File: config.mk
export PLATFORM = sky130hd
export DESIGN_NAME = burst_addr_gen
export DESIGN_NICKNAME = d
export VERILOG_FILES = /design/src/rtl/burst_pkg.sv /design/src/rtl/burst_beat_ctr.sv /design/src/rtl/burst_seq_gen.sv /design/src/rtl/burst_addr_gen.sv
export SDC_FILE = /design/constraint.sdc
export NUM_CORES = 1
export LEC_CHECK = 0
export BUFFER_PORTS_ARGS = -buffer_cell sky130_fd_sc_hd__buf_2
export CAP_MARGIN = 10
export CORE_MARGIN = 5
export CORE_UTILIZATION = 45
export DETAILED_ROUTE_END_ITERATION = 6
export MAX_ROUTING_LAYER = met4
export PLACE_DENSITY = 0.89
export SYNTH_ARGS = -nofsm -noshare
export SYNTH_HDL_FRONTEND = slang
export SYNTH_SLANG_ARGS = --single-unit
File: constraint.sdc
create_clock -name clk -period 0.9 [get_ports clk]
set_input_delay 0.18 -clock clk [delete_from_list [all_inputs] [get_ports clk]]
set_output_delay 0.18 -clock clk [all_outputs]
set_load 0.02 [all_outputs]
File: src/rtl/burst_pkg.sv
package burst_pkg;

  // Burst ordering captured at load time
  typedef enum logic {
    ORD_INTERLEAVED = 1'b0,
    ORD_LINEAR      = 1'b1
  } burst_order_e;

endpackage

File: src/rtl/burst_beat_ctr.sv
module burst_beat_ctr #(
  parameter int BURST_BITS = 2
) (
  input  logic                  clk,
  input  logic                  rst_n,
  input  logic                  load_i,
  input  logic                  adv_n_i,
  output logic [BURST_BITS-1:0] beat_o
);

  localparam logic [BURST_BITS-1:0] BEAT_ONE = BURST_BITS'(1);

  logic [BURST_BITS-1:0] beat_q;

  // Load outranks advance; the counter wraps naturally at 2**BURST_BITS
  always_ff @(posedge clk) begin
    if (!rst_n) begin
      beat_q <= '0;
    end else if (load_i) begin
      beat_q <= '0;
    end else if (!adv_n_i) begin
      beat_q <= beat_q + BEAT_ONE;
    end
  end

  assign beat_o = beat_q;

  AST_LOAD_CLEARS_BEAT: assert property (@(posedge clk) disable iff (!rst_n)
    load_i |=> (beat_o == '0));

  AST_ADVANCE_STEPS: assert property (@(posedge clk) disable iff (!rst_n)
    (!load_i && !adv_n_i) |=> (beat_o == $past(beat_o) + BEAT_ONE));

  AST_HOLD_BEAT: assert property (@(posedge clk) disable iff (!rst_n)
    (!load_i && adv_n_i) |=> $stable(beat_o));

endmodule

File: src/rtl/burst_seq_gen.sv
module burst_seq_gen
  import burst_pkg::*;
#(
  parameter int BURST_BITS = 2
) (
  input  logic [BURST_BITS-1:0] start_i,
  input  logic [BURST_BITS-1:0] beat_i,
  input  burst_order_e          order_i,
  output logic [BURST_BITS-1:0] low_o
);

  logic [BURST_BITS-1:0] xor_seq;
  logic [BURST_BITS-1:0] lin_seq;

  // Interleaved order: each bit toggles independently
  for (genvar b = 0; b < BURST_BITS; b++) begin : g_xor_bit
    assign xor_seq[b] = start_i[b] ^ beat_i[b];
  end

  // Linear order: modular add, carry out of the field is discarded
  assign lin_seq = start_i + beat_i;

  always_comb begin
    unique case (order_i)
      ORD_LINEAR:      low_o = lin_seq;
      ORD_INTERLEAVED: low_o = xor_seq;
      default:         low_o = xor_seq;
    endcase
  end

endmodule

File: src/rtl/burst_addr_gen.sv
module burst_addr_gen
  import burst_pkg::*;
#(
  parameter int ADDR_W     = 16,
  parameter int BURST_BITS = 2
) (
  input  logic                  clk,
  input  logic                  rst_n,
  input  logic                  load_i,
  input  logic                  adv_n_i,
  input  logic                  mode_i,
  input  logic [ADDR_W-1:0]     addr_i,
  output logic [ADDR_W-1:0]     addr_o,
  output logic [BURST_BITS-1:0] beat_o
);

  localparam int HI_W = ADDR_W - BURST_BITS;

  logic [ADDR_W-1:0]     base_q;
  burst_order_e          order_q;
  logic [BURST_BITS-1:0] beat;
  logic [BURST_BITS-1:0] low;

  // Start address and order are captured only on load
  always_ff @(posedge clk) begin
    if (!rst_n) begin
      base_q  <= '0;
      order_q <= ORD_INTERLEAVED;
    end else if (load_i) begin
      base_q  <= addr_i;
      order_q <= burst_order_e'(mode_i);
    end
  end

  burst_beat_ctr #(
    .BURST_BITS(BURST_BITS)
  ) u_beat (
    .clk    (clk),
    .rst_n  (rst_n),
    .load_i (load_i),
    .adv_n_i(adv_n_i),
    .beat_o (beat)
  );

  burst_seq_gen #(
    .BURST_BITS(BURST_BITS)
  ) u_seq (
    .start_i(base_q[BURST_BITS-1:0]),
    .beat_i (beat),
    .order_i(order_q),
    .low_o  (low)
  );

  assign addr_o = {base_q[ADDR_W-1:BURST_BITS], low};
  assign beat_o = beat;

  AST_LOAD_TAKES_ADDR: assert property (@(posedge clk) disable iff (!rst_n)
    load_i |=> (addr_o == $past(addr_i)));

  AST_UPPER_STABLE: assert property (@(posedge clk) disable iff (!rst_n)
    !load_i |=> (addr_o[ADDR_W-1:BURST_BITS] == $past(addr_o[ADDR_W-1:BURST_BITS])));

  AST_BEAT0_AT_START: assert property (@(posedge clk) disable iff (!rst_n)
    (beat_o == '0) |-> (addr_o == base_q));

  AST_ORDER_HELD: assert property (@(posedge clk) disable iff (!rst_n)
    !load_i |=> $stable(order_q));

  AST_HOLD_ADDR: assert property (@(posedge clk) disable iff (!rst_n)
    (!load_i && adv_n_i) |=> $stable(addr_o));

  if (HI_W < 1) begin : g_bad_width
    initial $error("ADDR_W must exceed BURST_BITS");
  end

endmodule

==> impl_metrics.json, run 1 <==
{
  "dieArea_um2": 2940,
  "antenna_found_initial": 0,
  "fp.dieW_um": 54.2,
  "min_to": "base_q[0]",
  "intPower_uw": 1290,
  "max_freq_mhz": 756,
  "core_um2": 1920,
  "gp_congestion": 0.691,
  "dr.first_iter.drc_count": 1,
  "clock-root-buffer": "clkbuf_4",
  "vias_per_cell": 4.31,
  "rr_endpoint": "u_beat.beat_o[1]",
  "rsz0062_at_grt": "true",
  "switching_power_uw": 457,
  "tns_ns": -1.64,
  "worstPathRequired_ns": 0.72,
  "yosysTopAreaCellShare_pct": 43.2,
  "report.final.slew_viol_count": 0,
  "chipHeight_um": 54.2,
  "wirelength_mm": 1.75,
  "vias": 604,
  "ys_ff_latch": 19,
  "worst_slack_ns": -0.422,
  "synth_cells": 80,
  "critPathMaxStageDelay_ns": 0.38,
  "critical_path_class": "reg -> out",
  "ios": 39,
  "port_buffers": 38,
  "synth_area_um2": 881,
  "diodes": 0,
  "cp_slowest_cell": "dfxtp_4",
  "fin_area_um2": 1270,
  "htreeDepth": 1,
  "nets": 136,
  "cp_cell_sequence": "xor2_4, xnor2_4, buf_6",
  "numCtsBuffers": 3,
  "syn-mean-instance-area_um2": 11.0,
  "p_per_area_nw_per_um2": 1370,
  "period_share_pct": 147,
  "irDropWorstVdd_mv": 0.793,
  "max_slew_margin_pct": 80.5,
  "worstMarginPinSlew_ns": 0.293,
  "r2r-start": "u_beat.beat_o[0]",
  "setup_viol": 20,
  "setup.worst_path.start_class": "flop",
  "clk-insertion-delay-late_ns": 0.29,
  "dpl-instance-area_um2": 1080,
  "grt_max_degree": 19,
  "hp-start": "addr_i[0]",
  "yosys.area.top_type": "dfxtp_1",
  "clkPwrFrac_pct": 24.2,
  "path_delay_family": "flip-flops",
  "fillCellCount": 153,
  "critical_path_arrival_ns": 1.14,
  "worstSetupEndpointType": "primary output",
  "power.total_uw": 1740,
  "synth.area.top_cells": "dfxtp_1 (43%), mux2i_1 (19%), nor2b_1 (13%), buf_4 (12%), buf_12 (2.3%)",
  "syn_to_final_growth_pct": 44.6,
  "hold_viol": 0,
  "p_leak_uw": 0.000607,
  "remaining_drc_errors": 0,
  "pre_cts_slack_ns": -0.204,
  "max-clock-path-buffers": 2,
  "synth_fp_nets": 102,
  "ys_seq_area_share_pct": 43.2,
  "combinationalPowerShare_pct": 22.5,
  "ant_nets": 0,
  "reg2reg_depth": 4,
  "crit_fanout": 2,
  "synth_cell_types": 14,
  "wl_per_cell_um": 12.5,
  "failed_checks": "setup timing",
  "ff2ff_setup_slack_ns": -0.05,
  "drtPass1Iterations": 3,
  "max_cap_viol_count": 0,
  "p_seq_share_pct": 53.4,
  "synth_warnings": 0,
  "grt.total_usage_pct": 13.1,
  "cts_tree": "built",
  "clkTransAtPathRegs_ns": 0.10,
  "grt_first_pass_wirelength_mm": 2.64,
  "switching_share_pct": 26.2,
  "post_route_cells_drive_above_1_share_pct": 65.5,
  "hp-class": "in -> reg",
  "cts_sinks": 19,
  "min_path_cells": 3,
  "hpwl_mm": 1.19,
  "status": "finished, violations left",
  "clock_skew_ns": 0.00477,
  "min_period_ns": 1.32,
  "crit_buf_inv": 1,
  "start_util_pct": 45.8,
  "grt_pass1_vias": 608,
  "core.rowCount": 16,
  "overflow": 0
}
## state kept, by name (all words and copies together) (netlist names)
| signal | count |
|---|---|
| base_q | 16 |
| u_beat.beat_o | 2 |
| order_q | 1 |
## cells by family after synthesis
group	count (synthesis)	share of synthesized area (%)
simple gates	23	17.0
flops	19	43.2
buf+inv	17	16.1
mux	17	19.3
xor+xnor	3	2.98
fa+ha+maj	1	1.42
## layout by cell type (no fill, tap or decap)
| cell | count |
|---|---|
| buf_2 | 20 |
| buf_6 | 19 |
| nor2b_1 | 18 |
| mux2i_1 | 17 |
| dfxtp_2 | 15 |
| buf_4 | 6 |
| dfxtp_4 | 3 |
| clkbuf_4 | 3 |
| xor2_4 | 1 |
| nand2_4 | 1 |
| xnor2_4 | 1 |
| nand2b_4 | 1 |
| nor2b_4 | 1 |
| nor3_2 | 1 |
| xnor2_1 | 1 |
| nor2_1 | 1 |
| ha_4 | 1 |
| clkbuf_1 | 1 |
| dfxtp_1 | 1 |
| buf_12 | 1 |
## worst min-delay path: stages
cell	delay (ns)
buf_2	0.07
mux2i_1	0.06
nor2b_1	0.09
## cell usage after synthesis
| cell type | number |
|---|---|
| nand2b_4 | 1 |
| nor2_1 | 1 |
| buf_2 | 1 |
| buf_6 | 1 |
| buf_12 | 1 |
| xnor2_1 | 2 |
| xor2_1 | 1 |
| nor3_2 | 1 |
| nand2_1 | 1 |
| mux2i_1 | 17 |
| buf_4 | 14 |
| dfxtp_1 | 19 |
| ha_1 | 1 |
| nor2b_1 | 19 |
## final cells by class
cell class                      instances  area, um^2  area share, %
Clock buffer                            4        26.3           2.06
Timing Repair Buffer                   46         379           29.8
Multi-Input combinational cell         44         424           33.3
Tap cell                               27        33.8           2.65
Sequential cell                        19         410           32.2
## metrics by stage
stage / utilization [%] / hold WS (ns) / std cells
global route: 66.3 / 0.149 / 140
floorplan: - / 0.303 / 80
CTS: 65.3 / 0.132 / 138
detailed placement: 56.1 / 0.447 / 133
global placement: 56.1 / 0.435 / 133
finish: 66.3 / 0.140 / 140
## metal layers
metal / vias up / part of all wire, % / global-route usage, % / wire [um]
li1: 309 / - / - / -
met1: 262 / 44 / 16.1 / 764
met2: 31 / 48 / 20.7 / 840
met3: 2 / 7.4 / 2.45 / 130
met4: 0 / 1.0 / 6.22 / 18
met5: - / 0 / - / 0
## how the worst max path moves through the flow
stage | startpoint | to | slack [ns] | cells after the start
floorplan | u_beat.beat_o[0] | addr_o[1] | -0.07 | 3
global placement | base_q[1] | addr_o[1] | -0.18 | 3
detailed placement | base_q[1] | addr_o[1] | -0.20 | 3
CTS | u_beat.beat_o[0] | addr_o[1] | -0.44 | 4
global route | base_q[0] | addr_o[1] | -0.46 | 4
finish | base_q[1] | addr_o[1] | -0.42 | 3
## power groups by stage
| stage | clock network (uW) | logic, uW | registers, uW |
|---|---|---|---|
| CTS | 440 | 387 | 930 |
| finish | 422 | 392 | 931 |
| floorplan | 0 | 259 | 934 |
| detailed placement | 0 | 321 | 934 |
| global placement | 0 | 312 | 931 |
| global route | 463 | 419 | 938 |
## timing repair
item | CTS | global route
buffers inserted | 1 | 2
pin swaps | 3 | 2
cloned | 0 | 0
hold buffers | 0 | 0
gates resized for setup | 55 | 1
setup endpoints to repair | 20 | 20
(Power assumes the default switching activity.)
==> run 2, diff against run 1 <==
--- a/config.mk
+++ b/config.mk
@@ -11,7 +11,7 @@
 export CORE_UTILIZATION = 45
 export DETAILED_ROUTE_END_ITERATION = 6
 export MAX_ROUTING_LAYER = met4
-export PLACE_DENSITY = 0.89
+export PLACE_DENSITY = 0.88
 export SYNTH_ARGS = -nofsm -noshare
 export SYNTH_HDL_FRONTEND = slang
 export SYNTH_SLANG_ARGS = --single-unit
==> run 2 against run 1 <==
Count of clock-buffer cells in the layout decreased by 1. Sequential share of layout area decreased by 0.59 points. Global-route usage grew 0.42 points. Utilization up 1.2 points. Worst setup slack lost 0.010 ns. Worst hold slack improved by 0.0077 ns. The flow still finishes with violations (setup timing). Flip-flop and latch count did not move. Non-clock buffer count rose by 1. Wire length grew 3.9%. Sequential power about the same. Clock skew decreased by 0.0046 ns.
==> impl_metrics.json, run 2 (synthesis gave the netlist of run 1 again) <==
{
  "post_route_cells_drive_above_1_share_pct": 67.5,
  "dp_cells": 133,
  "hp-class": "in -> reg",
  "clkPwrFrac_pct": 23.6,
  "critical_path_arrival_ns": 1.15,
  "dr.first_iter.drc_count": 0,
  "max_freq_mhz": 750,
  "antenna_found_initial": 0,
  "clkTransAtPathRegs_ns": 0.11,
  "worstSetupEndpointType": "primary output",
  "max_slew_margin_pct": 80.5,
  "fin_area_um2": 1300,
  "clock-root-buffer": "clkbuf_4",
  "wl_per_cell_um": 12.9,
  "nets": 137,
  "final_cell_mix": "buf_6 (21), buf_2 (20), nor2b_1 (18), mux2i_1 (17), dfxtp_2 (15)",
  "largest-register": "base_q",
  "max-clock-path-buffers": 2,
  "chipHeight_um": 54.2,
  "numCtsBuffers": 3,
  "port_buffers": 38,
  "ios": 39,
  "pre_cts_slack_ns": -0.241,
  "drtPass1Iterations": 1,
  "cts_hold_buf": 0,
  "gp_congestion": 0.742,
  "clk-insertion-delay-late_ns": 0.29,
  "hpwl_mm": 1.27,
  "p_seq_share_pct": 53.5,
  "report.final.slew_viol_count": 0,
  "clock_skew_ns": 0.000215,
  "syn_to_final_growth_pct": 47.3,
  "switching_power_uw": 458,
  "dieArea_um2": 2940,
  "cts_tree": "built",
  "rsz0062_at_grt": "true",
  "combinationalPowerShare_pct": 22.9,
  "ant_nets": 0,
  "start_util_pct": 45.8,
  "p_per_area_nw_per_um2": 1340,
  "core.rowCount": 16,
  "overflow": 0,
  "critical_path_class": "reg -> out",
  "remaining_drc_errors": 0,
  "layout_commonest_cell": "buf_6",
  "grt.total_usage_pct": 13.5,
  "intPower_uw": 1290,
  "fp.dieW_um": 54.2,
  "cts_sinks": 19,
  "vias_per_cell": 4.41,
  "crit_fanout": 2,
  "period_share_pct": 148,
  "vias": 622,
  "grt_pass1_vias": 685,
  "grt_max_degree": 19,
  "min_period_ns": 1.33,
  "max_cap_viol_count": 0,
  "worst_slack_ns": -0.433,
  "irDropWorstVdd_mv": 0.990,
  "status": "finished, violations left",
  "worstMarginPinSlew_ns": 0.292,
  "wirelength_mm": 1.82,
  "largest_reg_flops": 16,
  "hold_viol": 0,
  "setup_viol": 20,
  "htreeDepth": 1,
  "p_leak_uw": 0.000618,
  "setup.worst_path.start_class": "flop",
  "core_um2": 1920,
  "grt_first_pass_wirelength_mm": 2.79,
  "switching_share_pct": 26.3,
  "failed_checks": "setup timing",
  "power.total_uw": 1740,
  "diodes": 0,
  "dpl-instance-area_um2": 1080,
  "worstPathRequired_ns": 0.72,
  "fin_cells": 141
}
-- run 2: layout make-up --
class	instances	area (um^2)
Tap cell	27	33.8
Clock inverter	1	5.00
Multi-Input combinational cell	44	432
Sequential cell	19	410
Fill cell	158	624
Timing Repair Buffer	47	394
Clock buffer	3	22.5
-- run 2: worst paths after layout --
check / from / endpoint / slack, ns / cells after the start
hold / removal: addr_i[6] / base_q[6] / 0.15 / 3
hold reg to reg: base_q[15] / base_q[15] / 0.53 / 2
setup reg to reg: u_beat.beat_o[0] / u_beat.beat_o[1] / -0.03 / 4
setup / recovery: u_beat.beat_o[1] / addr_o[1] / -0.43 / 3
-- run 2: metal layers --
metal	GRT usage [%]	vias up	wire length, um
li1	-	309	-
met1	14.6	284	728
met2	24.1	29	960
met3	3.00	0	131
met4	4.98	0	0
met5	-	-	0
-- run 2: power groups by stage --
stage	Combinational, uW	Sequential [uW]	Clock (uW)
after floorplan	259	934	0
after global placement	312	931	0
after detailed placement	322	935	0
after CTS	398	932	434
after global routing	427	938	459
final	399	932	412
-- run 2: worst max-delay path, stage by stage (launching register included) --
cell,delay [ns]
dfxtp_4,0.38
xor2_4,0.22
xnor2_4,0.13
buf_6,0.13
-- run 2: stage by stage --
step | utilization (%) | TNS, ns | hold slack, ns
finish | 67.5 | -1.69 | 0.147
global route | 67.5 | -2.34 | 0.139
CTS | 67.1 | -1.94 | 0.132
detailed placement | 56.1 | -0.371 | 0.449
global placement | 56.1 | -0.247 | 0.435
floorplan | - | -0.0728 | 0.303
-- run 2: timing repair --
action                     CTS  global route
setup buffers                3             2
gates resized for setup     59             1
pin swaps                    2             1
cloned                       0             0
setup endpoints to repair   20            20
==> run 3, diff against run 2 <==
==> constraint.sdc (replaced) <==
create_clock -name clk -period 1.4 [get_ports clk]
set_input_delay 0.28 -clock clk [delete_from_list [all_inputs] [get_ports clk]]
set_output_delay 0.28 -clock clk [all_outputs]
set_load 0.02 [all_outputs]
==> run 3 against run 2 <==
The run now ends clean. Cell area is 21% lower. Die area stayed put. Total power is 40% lower.
==> impl_metrics.json, run 3 (synthesis gave the netlist of run 1 again) <==
{
  "irDropWorstVdd_mv": 0.603,
  "gp_congestion": 0.597,
  "hpwl_mm": 1.21,
  "drtPass1Iterations": 2,
  "dr.first_iter.drc_count": 1,
  "intPower_uw": 773,
  "syn_to_final_growth_pct": 16.6,
  "critical_path_arrival_ns": 1.11,
  "worstMarginPinSlew_ns": 0.513,
  "seqCellArea_um2": 385,
  "critical_path_class": "reg -> out",
  "hp-class": "in -> reg",
  "overflow": 0,
  "holdWs_ns": 0.243,
  "reg2reg_depth": 4,
  "remaining_drc_errors": 0,
  "combinationalPowerShare_pct": 18.1,
  "grt_first_pass_wirelength_mm": 2.34,
  "met2_usage_pct": 19.9,
  "port_buffers": 38,
  "vias_per_cell": 4.37,
  "final_cell_mix": "buf_2 (37), nor2b_1 (19), mux2i_1 (17), dfxtp_1 (15), dfxtp_2 (4)",
  "min_path_cells": 3,
  "clock_skew_ns": 0.0000703,
  "max_freq_mhz": 719,
  "dpl-instance-area_um2": 963,
  "switching_power_uw": 274,
  "switching_share_pct": 26.1,
  "max_cap_viol_count": 0,
  "worstSetupEndpointType": "primary output",
  "fp.dieW_um": 54.2,
  "status": "complete, no violations",
  "cts_tree": "built",
  "ant_nets": 0,
  "vias": 586,
  "cts_sinks": 19,
  "max-clock-path-buffers": 2,
  "hold_viol": 0,
  "report.final.slew_viol_count": 0,
  "cp_slowest_cell": "dfxtp_2",
  "crit_buf_inv": 1,
  "critPathMaxStageDelay_ns": 0.37,
  "wl_per_cell_um": 12.1,
  "clk-insertion-delay-late_ns": 0.29,
  "setup_viol": 0,
  "gr-usage-met3_pct": 3.00,
  "multi_input_area_um2": 374,
  "period_share_pct": 99.4,
  "start_util_pct": 45.8,
  "clock-root-buffer": "clkbuf_4",
  "grt_pass1_vias": 573,
  "path_delay_family": "flip-flops",
  "tns_ns": 0,
  "cp_cell_sequence": "ha_4, nand2_2, xnor2_1, buf_4",
  "numCtsBuffers": 3,
  "r2r-start": "u_beat.beat_o[0]",
  "use_met1_pct": 12.5,
  "ios": 39,
  "grt_max_degree": 19,
  "cp.depth": 4,
  "crit_start": "base_q[0]",
  "top_usage_layer": "met2",
  "dieArea_um2": 2940,
  "p_seq_share_pct": 56.3,
  "rsz0062_at_grt": "true",
  "core_um2": 1920,
  "setup.worst_path.start_class": "flop",
  "nets": 130,
  "chipHeight_um": 54.2,
  "cts_hold_buf": 0,
  "power.total_uw": 1050,
  "clkTransAtPathRegs_ns": 0.10,
  "htreeDepth": 1,
  "largest_reg_flops": 16,
  "core.rowCount": 16,
  "diodes": 0,
  "layout_commonest_cell": "buf_2",
  "clkPwrFrac_pct": 25.6,
  "hp-start": "addr_i[1]",
  "largest-register": "base_q",
  "p_leak_uw": 0.000521,
  "crit_fanout": 2,
  "fin_area_um2": 1030,
  "antenna_found_initial": 0,
  "p_per_area_nw_per_um2": 1020,
  "wirelength_mm": 1.62,
  "min_period_ns": 1.39,
  "post_route_cells_drive_above_1_share_pct": 47.7,
  "worstPathRequired_ns": 1.12,
  "fillCellCount": 192,
  "max_slew_margin_pct": 65.8,
  "grt.total_usage_pct": 11.6
}
[run 3: changes by cell type in the layout (fill, tap and decap cells not counted), moves of 2 or more]
| cell | previous run | this run |
|---|---|---|
| buf_2 | 20 | 37 |
| buf_4 | 5 | 3 |
| buf_6 | 21 | 0 |
| dfxtp_1 | 1 | 15 |
| dfxtp_2 | 15 | 4 |
| dfxtp_4 | 3 | 0 |
| xnor2_1 | 0 | 2 |
[run 3: path summary, 6_finish.rpt]
check / to / slack, ns
max reg2reg: u_beat.beat_o[1] / 0.36
max: addr_o[1] / 0.008
min reg2reg: base_q[15] / 0.52
min: base_q[1] / 0.24
[run 3: cell type report]
class	instances	share of cell area [%]
Multi-Input combinational cell	44	36.4
Tap cell	27	3.29
Clock buffer	4	2.56
Timing Repair Buffer	40	20.2
Sequential cell	19	37.5
[run 3: worst min-delay path: cells and delay by family]
| family | cells | cell delay (ns) |
|---|---|---|
| and+or+nand+nor | 1 | 0.09 |
| buffers and inverters | 1 | 0.07 |
| muxes | 1 | 0.05 |
[run 3: power groups by stage]
stage / Sequential [uW] / Combinational [uW] / Clock (uW)
detailed placement: 599 / 184 / 0
CTS: 588 / 189 / 280
floorplan: 598 / 155 / 0
global route: 593 / 205 / 309
finish: 590 / 189 / 269
global placement: 597 / 178 / 0
[run 3: per-stage QoR]
| stage | utilization, % | instances | setup WS [ns] |
|---|---|---|---|
| 4_1_cts | 52.3 | 133 | -0.0453 |
| 3_3_place_gp | 50.1 | 128 | 0.259 |
| 6_report | 53.5 | 134 | 0.00837 |
| 2_1_floorplan | - | 80 | 0.0510 |
| 3_5_place_dp | 50.1 | 128 | 0.198 |
| 5_1_grt | 53.5 | 134 | -0.0638 |
[run 3: what timing repair did]
| item | in CTS | in global routing |
|---|---|---|
| setup buffers | 1 | 1 |
| pin swaps | 3 | 1 |
| endpoints found under the setup margin | 1 | 2 |
| gates resized for setup | 4 | 4 |
[run 3: layer usage]
metal / part of all wire [%] / routed length (um) / vias up
met4: 0 / 0 / 0
met5: 0 / 0 / -
met1: 40 / 655 / 258
met2: 47 / 761 / 31
met3: 13 / 205 / 0
li1: - / - / 297
